File: config.mk
export PLATFORM = sky130hd
export DESIGN_NAME = luma_detail_path
export DESIGN_NICKNAME = d
export VERILOG_FILES = /design/src/rtl/luma_path_pkg.sv /design/src/rtl/lp_tapline.sv /design/src/rtl/lp_sym_fir.sv /design/src/rtl/lp_peak_add.sv /design/src/rtl/lp_dc_gain.sv /design/src/rtl/luma_detail_path.sv
export SDC_FILE = /design/constraint.sdc
export NUM_CORES = 1
export LEC_CHECK = 0
export BUFFER_PORTS_ARGS = -buffer_cell sky130_fd_sc_hd__buf_2
export CORE_MARGIN = 3
export CORE_UTILIZATION = 25
export CTS_BUF_LIST = sky130_fd_sc_hd__clkbuf_8
export DETAILED_ROUTE_END_ITERATION = 6
export PLACE_DENSITY = 0.48
export SYNTH_ARGS = -nofsm -noshare
export SYNTH_HDL_FRONTEND = slang
export SYNTH_SLANG_ARGS = --single-unit
File: constraint.sdc
create_clock -name clk -period 10.61 [get_ports clk]
set_input_delay 1.5915 -clock clk [delete_from_list [all_inputs] [get_ports clk]]
set_output_delay 1.5915 -clock clk [all_outputs]
set_load 0.03 [all_outputs]
File: src/rtl/luma_path_pkg.sv
package luma_path_pkg;

   typedef enum logic [1:0] {
      TRAP_NONE = 2'd0,
      TRAP_F443 = 2'd1,
      TRAP_F358 = 2'd2
   } trap_mode_e;

   // high-frequency emphasis: unity DC gain
   localparam int EMPH_TAPS  = 3;
   localparam int EMPH_COEF [EMPH_TAPS] = '{-1, 6, -1};
   localparam int EMPH_SHIFT = 2;

   // subcarrier notches, zero placed near each carrier at 13.5 MHz sampling
   localparam int NOTCH_TAPS = 5;
   localparam int NOTCH_443_COEF [NOTCH_TAPS] = '{1, 4, 5, 4, 1};
   localparam int NOTCH_358_COEF [NOTCH_TAPS] = '{1, 4, 3, 4, 1};
   localparam int NOTCH_SHIFT = 4;

   // detail band-pass shapes, zero DC gain
   localparam int BP_TAPS = 5;
   localparam int BP_NARROW_COEF [BP_TAPS] = '{-1, 0, 2, 0, -1};
   localparam int BP_WIDE_COEF   [BP_TAPS] = '{-1, -1, 4, -1, -1};

   // DC restoration per notch setting, in sixteenths
   localparam int GAIN_SHIFT = 4;
   localparam int GAIN_UNITY = 16;
   localparam int GAIN_443   = 17;
   localparam int GAIN_358   = 20;

endpackage

File: src/rtl/lp_tapline.sv
module lp_tapline #(
   parameter int W    = 12,
   parameter int NTAP = 3
) (
   input  logic                clk,
   input  logic                rst_n,
   input  logic signed [W-1:0] d,
   output logic signed [W-1:0] taps [NTAP]
);

   if (NTAP < 1) begin : g_bad_ntap
      $error("lp_tapline: NTAP must be at least 1");
   end

   always_ff @(posedge clk or negedge rst_n) begin
      if (!rst_n) begin
         taps <= '{default: '0};
      end else begin
         taps[0] <= d;
         for (int i = 1; i < NTAP; i++) begin
            taps[i] <= taps[i-1];
         end
      end
   end

endmodule

File: src/rtl/lp_sym_fir.sv
module lp_sym_fir #(
   parameter int IW    = 12,
   parameter int OW    = 12,
   parameter int NTAP  = 5,
   parameter int COEF [NTAP] = '{1, 2, 3, 2, 1},
   parameter int SHIFT = 0
) (
   input  logic signed [IW-1:0] taps [NTAP],
   output logic signed [OW-1:0] y
);

   localparam int GUARD = 8;
   localparam int AW    = IW + GUARD;

   logic signed [AW-1:0] prod [NTAP];
   logic signed [AW-1:0] acc;

   if (NTAP % 2 == 0) begin : g_even_len
      $error("lp_sym_fir: NTAP must be odd");
   end
   if (OW > AW) begin : g_wide_out
      $error("lp_sym_fir: OW exceeds accumulator width");
   end

   for (genvar i = 0; i < NTAP; i++) begin : g_tap
      localparam logic signed [AW-1:0] CW = AW'(COEF[i]);
      if (COEF[i] != COEF[NTAP-1-i]) begin : g_asym
         $error("lp_sym_fir: coefficients must be symmetric");
      end
      assign prod[i] = AW'(taps[i]) * CW;
   end

   always_comb begin
      acc = '0;
      for (int i = 0; i < NTAP; i++) begin
         acc = acc + prod[i];
      end
      y = OW'(acc >>> SHIFT);
   end

endmodule

File: src/rtl/lp_peak_add.sv
module lp_peak_add #(
   parameter int IW     = 12,
   parameter int DW     = 16,
   parameter int KW     = 4,
   parameter int PW     = 8,
   parameter int KSHIFT = 3
) (
   input  logic                 clk,
   input  logic                 rst_n,
   input  logic signed [IW-1:0] base,
   input  logic signed [DW-1:0] det_narrow,
   input  logic signed [DW-1:0] det_wide,
   input  logic                 shape_wide,
   input  logic signed [KW-1:0] weight,
   output logic        [PW-1:0] pix_q
);

   localparam int MW = DW + KW;
   localparam int SW = MW + 1;
   localparam logic signed [SW-1:0] PIX_MAX  = SW'((1 << PW) - 1);
   localparam logic signed [IW-1:0] BASE_MAX = IW'((1 << PW) - 1);

   if (IW >= SW) begin : g_bad_iw
      $error("lp_peak_add: base wider than sum");
   end
   if (IW <= PW) begin : g_bad_pw
      $error("lp_peak_add: base must be wider than the pixel");
   end

   logic signed [DW-1:0] det;
   logic signed [MW-1:0] scaled;
   logic signed [SW-1:0] sum;
   logic        [PW-1:0] clamped;

   always_comb begin
      det    = shape_wide ? det_wide : det_narrow;
      scaled = (MW'(det) * MW'(weight)) >>> KSHIFT;
      sum    = SW'(base) + SW'(scaled);
      if (sum < 0) begin
         clamped = '0;
      end else if (sum > PIX_MAX) begin
         clamped = '1;
      end else begin
         clamped = sum[PW-1:0];
      end
   end

   always_ff @(posedge clk or negedge rst_n) begin
      if (!rst_n) begin
         pix_q <= '0;
      end else begin
         pix_q <= clamped;
      end
   end

   // zero weight leaves an in-range base untouched
   assert_flat_when_dull_R8: assert property (@(posedge clk) disable iff (!rst_n)
      (weight == '0 && base >= 0 && base <= BASE_MAX) |=> (pix_q == $past(base[PW-1:0])));

   // zero weight with a negative base clamps to black
   assert_floor_clamp_R7: assert property (@(posedge clk) disable iff (!rst_n)
      (weight == '0 && base < 0) |=> (pix_q == '0));

endmodule

File: src/rtl/lp_dc_gain.sv
module lp_dc_gain
   import luma_path_pkg::*;
#(
   parameter int PW = 8
) (
   input  logic          clk,
   input  logic          rst_n,
   input  logic [PW-1:0] pix_d,
   input  trap_mode_e    mode,
   output logic [PW-1:0] pix_q
);

   localparam int GW = 6;
   localparam int MW = PW + GW;
   localparam logic [MW-1:0] PIX_MAX = MW'((1 << PW) - 1);

   if (GAIN_358 >= (1 << GW) || GAIN_443 >= (1 << GW)) begin : g_bad_gain
      $error("lp_dc_gain: gain constant exceeds GW");
   end
   if (GAIN_UNITY != (1 << GAIN_SHIFT)) begin : g_bad_unity
      $error("lp_dc_gain: unity gain must equal 1 << GAIN_SHIFT");
   end

   logic [GW-1:0] gain;
   logic [MW-1:0] prod;
   logic [MW-1:0] scaled;
   logic [PW-1:0] next_pix;

   always_comb begin
      case (mode)
         TRAP_F443: gain = GW'(GAIN_443);
         TRAP_F358: gain = GW'(GAIN_358);
         default:   gain = GW'(GAIN_UNITY);
      endcase
      prod     = MW'(pix_d) * MW'(gain);
      scaled   = prod >> GAIN_SHIFT;
      next_pix = (scaled > PIX_MAX) ? '1 : scaled[PW-1:0];
   end

   always_ff @(posedge clk or negedge rst_n) begin
      if (!rst_n) begin
         pix_q <= '0;
      end else begin
         pix_q <= next_pix;
      end
   end

   assert_unity_when_open_R9: assert property (@(posedge clk) disable iff (!rst_n)
      (mode == TRAP_NONE) |=> (pix_q == $past(pix_d)));

   assert_never_attenuates_R9: assert property (@(posedge clk) disable iff (!rst_n)
      1'b1 |=> (pix_q >= $past(pix_d)));

endmodule

File: src/rtl/luma_detail_path.sv
module luma_detail_path
   import luma_path_pkg::*;
#(
   parameter int IN_W        = 8,
   parameter int INT_W       = 12,
   parameter int SHARP_W     = 4,
   parameter int SHARP_SHIFT = 3
) (
   input  logic                      clk,
   input  logic                      rst_n,
   input  logic        [IN_W-1:0]    pix_in,
   input  logic                      emph_on,
   input  logic                      trap_off,
   input  logic                      trap_std,
   input  logic                      peak_wide,
   input  logic signed [SHARP_W-1:0] sharp_gain,
   output logic        [IN_W-1:0]    pix_out
);

   localparam int DET_W     = INT_W + 4;
   localparam int EMPH_MID  = EMPH_TAPS / 2;
   localparam int NOTCH_MID = NOTCH_TAPS / 2;
   localparam int BP_MID    = BP_TAPS / 2;

   if (INT_W < IN_W + 3) begin : g_bad_int_w
      $error("luma_detail_path: INT_W too narrow for emphasis overshoot");
   end
   if (SHARP_W < 2) begin : g_bad_sharp_w
      $error("luma_detail_path: SHARP_W must be at least 2");
   end

   // ---------------- emphasis stage ----------------
   logic signed [INT_W-1:0] x_ext;
   logic signed [INT_W-1:0] emph_taps [EMPH_TAPS];
   logic signed [INT_W-1:0] emph_y;
   logic signed [INT_W-1:0] emph_q;

   assign x_ext = signed'({{(INT_W-IN_W){1'b0}}, pix_in});

   lp_tapline #(.W(INT_W), .NTAP(EMPH_TAPS)) u_emph_line (
      .clk   (clk),
      .rst_n (rst_n),
      .d     (x_ext),
      .taps  (emph_taps)
   );

   lp_sym_fir #(
      .IW(INT_W), .OW(INT_W), .NTAP(EMPH_TAPS), .COEF(EMPH_COEF), .SHIFT(EMPH_SHIFT)
   ) u_emph_fir (
      .taps (emph_taps),
      .y    (emph_y)
   );

   always_ff @(posedge clk or negedge rst_n) begin
      if (!rst_n) begin
         emph_q <= '0;
      end else begin
         emph_q <= emph_on ? emph_y : emph_taps[EMPH_MID];
      end
   end

   assert_emph_bypass_R3: assert property (@(posedge clk) disable iff (!rst_n)
      !emph_on |=> (emph_q == $past(emph_taps[EMPH_MID])));

   // ---------------- subcarrier notch ----------------
   logic signed [INT_W-1:0] notch_taps [NOTCH_TAPS];
   logic signed [INT_W-1:0] notch_443_y;
   logic signed [INT_W-1:0] notch_358_y;
   logic signed [INT_W-1:0] notch_q;
   trap_mode_e              trap_mode;

   assign trap_mode = trap_off ? TRAP_NONE : (trap_std ? TRAP_F358 : TRAP_F443);

   lp_tapline #(.W(INT_W), .NTAP(NOTCH_TAPS)) u_notch_line (
      .clk   (clk),
      .rst_n (rst_n),
      .d     (emph_q),
      .taps  (notch_taps)
   );

   lp_sym_fir #(
      .IW(INT_W), .OW(INT_W), .NTAP(NOTCH_TAPS), .COEF(NOTCH_443_COEF), .SHIFT(NOTCH_SHIFT)
   ) u_notch_443 (
      .taps (notch_taps),
      .y    (notch_443_y)
   );

   lp_sym_fir #(
      .IW(INT_W), .OW(INT_W), .NTAP(NOTCH_TAPS), .COEF(NOTCH_358_COEF), .SHIFT(NOTCH_SHIFT)
   ) u_notch_358 (
      .taps (notch_taps),
      .y    (notch_358_y)
   );

   always_ff @(posedge clk or negedge rst_n) begin
      if (!rst_n) begin
         notch_q <= '0;
      end else begin
         case (trap_mode)
            TRAP_F443: notch_q <= notch_443_y;
            TRAP_F358: notch_q <= notch_358_y;
            default:   notch_q <= notch_taps[NOTCH_MID];
         endcase
      end
   end

   assert_trap_bypass_R6: assert property (@(posedge clk) disable iff (!rst_n)
      trap_off |=> (notch_q == $past(notch_taps[NOTCH_MID])));

   // ---------------- detail peaking ----------------
   logic signed [INT_W-1:0] bp_taps [BP_TAPS];
   logic signed [DET_W-1:0] det_narrow;
   logic signed [DET_W-1:0] det_wide;
   logic        [IN_W-1:0]  peak_q;

   lp_tapline #(.W(INT_W), .NTAP(BP_TAPS)) u_bp_line (
      .clk   (clk),
      .rst_n (rst_n),
      .d     (notch_q),
      .taps  (bp_taps)
   );

   lp_sym_fir #(
      .IW(INT_W), .OW(DET_W), .NTAP(BP_TAPS), .COEF(BP_NARROW_COEF), .SHIFT(0)
   ) u_bp_narrow (
      .taps (bp_taps),
      .y    (det_narrow)
   );

   lp_sym_fir #(
      .IW(INT_W), .OW(DET_W), .NTAP(BP_TAPS), .COEF(BP_WIDE_COEF), .SHIFT(0)
   ) u_bp_wide (
      .taps (bp_taps),
      .y    (det_wide)
   );

   lp_peak_add #(
      .IW(INT_W), .DW(DET_W), .KW(SHARP_W), .PW(IN_W), .KSHIFT(SHARP_SHIFT)
   ) u_peak (
      .clk        (clk),
      .rst_n      (rst_n),
      .base       (bp_taps[BP_MID]),
      .det_narrow (det_narrow),
      .det_wide   (det_wide),
      .shape_wide (peak_wide),
      .weight     (sharp_gain),
      .pix_q      (peak_q)
   );

   // ---------------- DC restoration ----------------
   lp_dc_gain #(.PW(IN_W)) u_gain (
      .clk   (clk),
      .rst_n (rst_n),
      .pix_d (peak_q),
      .mode  (trap_mode),
      .pix_q (pix_out)
   );

endmodule

==> results of run 1 <==
worst min path at each step:
stage	startpoint	to	slack, ps	depth (start not counted)
floorplan	notch_q[0]	u_bp_line.taps[48]	330	0
global placement	notch_q[4]	u_bp_line.taps[52]	330	0
finish	notch_q[5]	u_bp_line.taps[53]	360	0
global route	emph_q[10]	u_notch_line.taps[58]	360	0
CTS	notch_q[5]	u_bp_line.taps[53]	360	0
detailed placement	notch_q[5]	u_bp_line.taps[53]	330	0
through the flow:
stage / instance area, sq um / std cells / hold slack [ps]
after floorplan: 16500 / 1635 / 331
after global placement: 17600 / 2504 / 333
after detailed placement: 17600 / 2504 / 335
after CTS: 18000 / 2535 / 360
after global routing: 18000 / 2535 / 363
final: 18000 / 2535 / 357
worst max-delay path: cells and delay by family (launching register included):
family	cells	cell delay [ps]
buffers and inverters	4	290
adder cells (fa/ha/maj)	10	3660
AO/OA/AOI/OAI	14	3440
AND/OR/NAND/NOR	6	1110
flip-flops	1	510
XOR/XNOR	3	590
layout by cell type, fill, tap and decap left out, types with 6 or more instances in the layout:
master,synthesis,layout
inv_1,308,308
ha_1,203,203
dfrtp_1,184,184
fa_1,169,169
nor2_1,99,99
xnor2_1,91,91
a21oi_1,90,90
nand2_1,63,63
o21ai_0,53,53
and2_1,45,45
xor2_1,39,39
nor3_1,30,30
a21o_1,24,24
buf_2,0,24
o21bai_1,21,21
clkbuf_8,0,18
nand3_1,16,16
and3_1,15,15
a211oi_1,15,15
o21a_1,15,15
nand2b_1,14,14
nor2b_1,13,13
o31ai_1,12,12
or3_1,11,11
or2_2,9,9
mux2_2,6,6
o211ai_1,6,6
a31oi_1,6,6
metal layers:
| layer | vias to the layer above | global-route usage [%] |
|---|---|---|
| li1 | 5405 | - |
| met5 | - | 0 |
| met2 | 89 | 17.6 |
| met3 | 40 | 1.57 |
| met1 | 5452 | 12.8 |
| met4 | 0 | 3.73 |
flip-flops by register name, summed over array words and instances (netlist names):
signal / flops
emph_q: 12
notch_q: 12
u_bp_line.taps: 60
u_emph_line.taps: 24
u_gain.pix_q: 8
u_notch_line.taps: 60
u_peak.pix_q: 8
logic make-up (layout without fill, tap and decap cells):
logic type / count (synthesis) / in the layout / share of synthesized area (%)
AOI/OAI and AO/OA: 288 / 288 / 11.2
xor gates and xnor gates: 131 / 131 / 7.06
DFF: 184 / 184 / 28.0
muxes: 9 / 9 / 0.593
adders and majority gates: 372 / 372 / 36.0
buffers and inverters: 321 / 366 / 7.32
and+or+nand+nor: 329 / 329 / 9.87
other: 1 / 1 / 0.0228
area by class of cell:
cell class,instances,area (sq um)
Clock inverter,14,158
Inverter,308,1160
Sequential cell,184,4600
Tap cell,855,1070
Clock buffer,17,234
Fill cell,6774,46800
Timing Repair Buffer,27,149
Multi-Input combinational cell,1130,10600
==> results_dict.tcl, run 1 <==
set metrics [dict create \
    top_layer "met4" \
    vias 11000 \
    slowest_stage "a2111oi_0" \
    outcome "complete, no violations" \
    syn_nets 2025 \
    drive_gt1_share_pct 4.64 \
    synth_edf_count 0 \
    syn-cell-area_sq_um 16500 \
    worst_pin_slew_ps 802 \
    die_x_um 263 \
    die_h_um 263 \
    drc 0 \
    portBuffers 25 \
    cts_tree "built" \
    finalHoldViolations 0 \
    antenna_left 0 \
    path_clk_slew_ps 100 \
    worstSetupStartpoint "u_bp_line.taps[0]" \
    initial_core_util_pct 25.4 \
    synth_common_cells "308 x inv_1, 203 x ha_1, 184 x dfrtp_1, 169 x fa_1, 99 x nor2_1" \
    yosysMostFrequentCell "inv_1" \
    clk_root_buffer_cell "clkbuf_8" \
    area_delta_synth_final_pct 9.49 \
    nNetsFinal 2058 \
    yosysSeqAreaShare_pct 28.0 \
    cts.repair.resized 0 \
    viasPerCell 4.33 \
    max-slew-margin-rel_pct 46.5 \
    grt_pass1_vias 11500 \
    r2r_cells 37 \
    ys_ff_latch 184 \
    end_kind "flip-flop" \
    cts_hold_buf 0 \
    setup_viol_count_final 0 \
    htree_levels 4 \
    fin_crit_sh_pct 91.5 \
    syn_area_per_cell_sq_um 10.1 \
    drtIter0Drc 350 \
    core.rowCount 93 \
    fin_util_pct 27.8 \
    core_area_sq_um 64800 \
    pin_count 26 \
    firstDrtPassIters 4 \
    ys.flop_type "dfrtp_1" \
    cts-buffers-inserted 17 \
    synth-async-reset-ratio_pct 100 \
    synth_cell_type_count 63 \
    worstPathArrival_ps 10140 \
    fin_worst_skew_ps 16.2 \
    rrSetupSlack_ps 900 \
    hp-class "flip-flop to flip-flop" \
    synthCells 1635 \
    rsz0062_at_grt "no" \
    synth.area.top_cells "dfrtp_1 28%, fa_1 21%, ha_1 15%, inv_1 7.0%, xnor2_1 4.8%" \
    fin_ws_ps 898 \
    reg2reg_to "u_peak.pix_q[7]" \
    place_congestion 0.813 \
    diodes 0 \
    wl_um 33400 \
    final.min_clock_period_ps 9710 \
    cts_setup_buffers 0 \
    dp_hpwl_um 28100 \
    cap_violations 0 \
    dieArea_sq_um 68900 \
    slew_violations 0 \
    worstSetupPathType "flip-flop to flip-flop" \
    start_kind "flip-flop" \
    insertion_delay_ps 540 \
    grt_use_total_pct 10.2 \
    cts.sinks 184 \
    overflow 0 \
    crit_path_max_fanout 8 \
    endpoint "u_peak.pix_q[7]" \
    grt_pass1_wl_um 57100 \
    dr_wl_met3_um 560 \
    detail_route.wl_per_cell_um 13.2 \
    synth_top_area_share_pct 28.0 \
    max_stage_delay_ps 660 \
    grt_start_max_net_pins 76 \
    wl_met1_um 15400 \
    antenna_found_initial 1 \
    wl_met2_um 16800 \
    cp_data_required_time_ps 11040 \
    yosysTopAreaCell "dfrtp_1" \
    clockBufferDepth 2 \
    fin_setup_tns_ps 0 \
    yosysWarningCount 0 \
    reg2reg_from "u_bp_line.taps[0]" \
    pre_cts_ws_ps 1010 \
    clock.fmax_mhz 103 \
]
Power of run 1 is not shown: default switching activity piles up to over one toggle a cycle in this logic, so the estimate is an artifact.
==> run 2: changes to the inputs <==
--- a/config.mk
+++ b/config.mk
@@ -7,10 +7,10 @@
 export LEC_CHECK = 0
 export BUFFER_PORTS_ARGS = -buffer_cell sky130_fd_sc_hd__buf_2
 export CORE_MARGIN = 3
-export CORE_UTILIZATION = 25
+export CORE_UTILIZATION = 67
 export CTS_BUF_LIST = sky130_fd_sc_hd__clkbuf_8
 export DETAILED_ROUTE_END_ITERATION = 6
-export PLACE_DENSITY = 0.48
+export PLACE_DENSITY_LB_ADDON = 0.2
 export SYNTH_ARGS = -nofsm -noshare
 export SYNTH_HDL_FRONTEND = slang
 export SYNTH_SLANG_ARGS = --single-unit
==> run 2 against run 1 <==
Effect of this change: clock skew is 23 ps higher; global-route usage rose by 16 points; design area down 3.8%; critical endpoint is now u_peak.pix_q[2]; worst hold slack worse by 16 ps; sequential cell count is the same; utilization rose by 45 points; count of clock-buffer cells in the layout up 1; register-to-register slack gained 340 ps; die area is 62% lower; sequential share of layout area is 1.0 points higher; setup slack improved by 340 ps; via count grew 1.7%.
==> results_dict.tcl, run 2 (same netlist as run 1, synthesis figures left out) <==
set metrics [dict create \
    outcome "complete, no violations" \
    fin_worst_skew_ps 38.7 \
    viasPerCell 5.59 \
    finalHoldViolations 0 \
    cts-buffers-inserted 17 \
    worstSetupPathType "flip-flop to flip-flop" \
    largest_registers "u_bp_line.taps x60, u_notch_line.taps x60, u_emph_line.taps x24" \
    cts.repair.resized 0 \
    cts.sinks 184 \
    worstPathArrival_ps 9730 \
    antenna_left 0 \
    cap_violations 0 \
    layout_commonest_cell "inv_1" \
    dieArea_sq_um 26500 \
    placed_cell_area_sq_um 16900 \
    slowest_stage "a2111oi_0" \
    cts_tree "built" \
    diodes 0 \
    dp_hpwl_um 26300 \
    core_area_sq_um 23800 \
    cts_hold_buf 0 \
    pre_cts_ws_ps 1310 \
    portBuffers 25 \
    max-slew-margin-rel_pct 30.0 \
    vias 11200 \
    fin_setup_tns_ps 0 \
    clock.fmax_mhz 107 \
    mostFrequentLayoutCells "308 x inv_1, 203 x ha_1, 184 x dfrtp_1, 169 x fa_1, 99 x nor2_1" \
    grtUsageMet1_pct 31.6 \
    final_cell_area_sq_um 17300 \
    final.min_clock_period_ps 9370 \
    setup_viol_count_final 0 \
    nFillCells 1709 \
    htree_levels 4 \
    pin_count 26 \
    busiest_layer "met2" \
    met2_usage_pct 47.1 \
    rsz0062_at_grt "no" \
    grt_pass1_vias 11900 \
    worst_pin_slew_ps 1050 \
    detail_route.wl_per_cell_um 15.9 \
    fin_ws_ps 1240 \
    crit_path_max_fanout 8 \
    cp_top_family "adder cells" \
    drc 0 \
    fin_util_pct 72.7 \
    grt_pass1_wl_um 55000 \
    multiInputGateArea_sq_um 10600 \
    start_kind "flip-flop" \
    firstDrtPassIters 7 \
    hp-class "flip-flop to flip-flop" \
    area_delta_synth_final_pct 5.30 \
    antenna_found_initial 2 \
    nNetsFinal 2057 \
    grt_start_max_net_pins 128 \
    clk_root_buffer_cell "clkbuf_8" \
    cts_setup_buffers 0 \
    die_h_um 163 \
    path_buf_inv 3 \
    max_stage_delay_ps 620 \
    fin_crit_sh_pct 88.4 \
    place_congestion 0.887 \
    wl_um 31900 \
    end_kind "flip-flop" \
    drtIter0Drc 516 \
    cp_data_required_time_ps 10960 \
    slew_violations 0 \
    ff_latch_area_sq_um 4600 \
    die_x_um 163 \
    clockBufferDepth 2 \
    core.rowCount 56 \
    insertion_delay_ps 470 \
    path_clk_slew_ps 120 \
    drive_gt1_share_pct 4.59 \
    grt.met3_usage_pct 2.67 \
    overflow 0 \
    initial_core_util_pct 69.1 \
    grt_use_total_pct 25.8 \
]
## run 2: changes by cell type in the layout (fill, tap and decap cells not counted)
cell / before / now
inv_8: 5 / 3
buf_4: 2 / 1
bufinv_16: 1 / 0
clkbuf_8: 18 / 19
clkinv_2: 1 / 0
clkinv_4: 1 / 2
clkinv_8: 1 / 2
clkinvlp_4: 2 / 3
## run 2: worst paths after layout
kind / to / slack (ps) / depth (start not counted) / startpoint
max: u_peak.pix_q[2] / 1240 / 36 / u_bp_line.taps[0]
min: u_notch_line.taps[58] / 340 / 0 / emph_q[10]
max reg2reg: u_peak.pix_q[2] / 1240 / 36 / u_bp_line.taps[0]
min reg2reg: u_notch_line.taps[58] / 340 / 0 / emph_q[10]
max in group asynchronous: u_notch_line.taps[26] / 8060 / 2 / rst_n
min in group asynchronous: u_notch_line.taps[11] / 1200 / 1 / rst_n
## run 2: final cells by class
class                           count  share of cell area [%]
Timing Repair Buffer               26                   0.816
Inverter                          308                    6.67
Multi-Input combinational cell   1130                    61.4
Clock buffer                       18                    1.43
Sequential cell                   184                    26.6
Clock inverter                     13                   0.765
Tap cell                          319                    2.30
## run 2: per-stage QoR
| stage | instances | hold WS (ps) |
|---|---|---|
| global route | 1998 | 359 |
| floorplan | 1635 | 331 |
| global placement | 1967 | 331 |
| detailed placement | 1967 | 335 |
| finish | 1998 | 341 |
| CTS | 1998 | 349 |
## run 2: metal layers
layer	part of all wire, %	vias up
met3	2.2	65
met2	53	161
met5	0.066	-
li1	-	5413
met1	42	5527
met4	3.5	4
Power of run 2 is left out for the same reason.
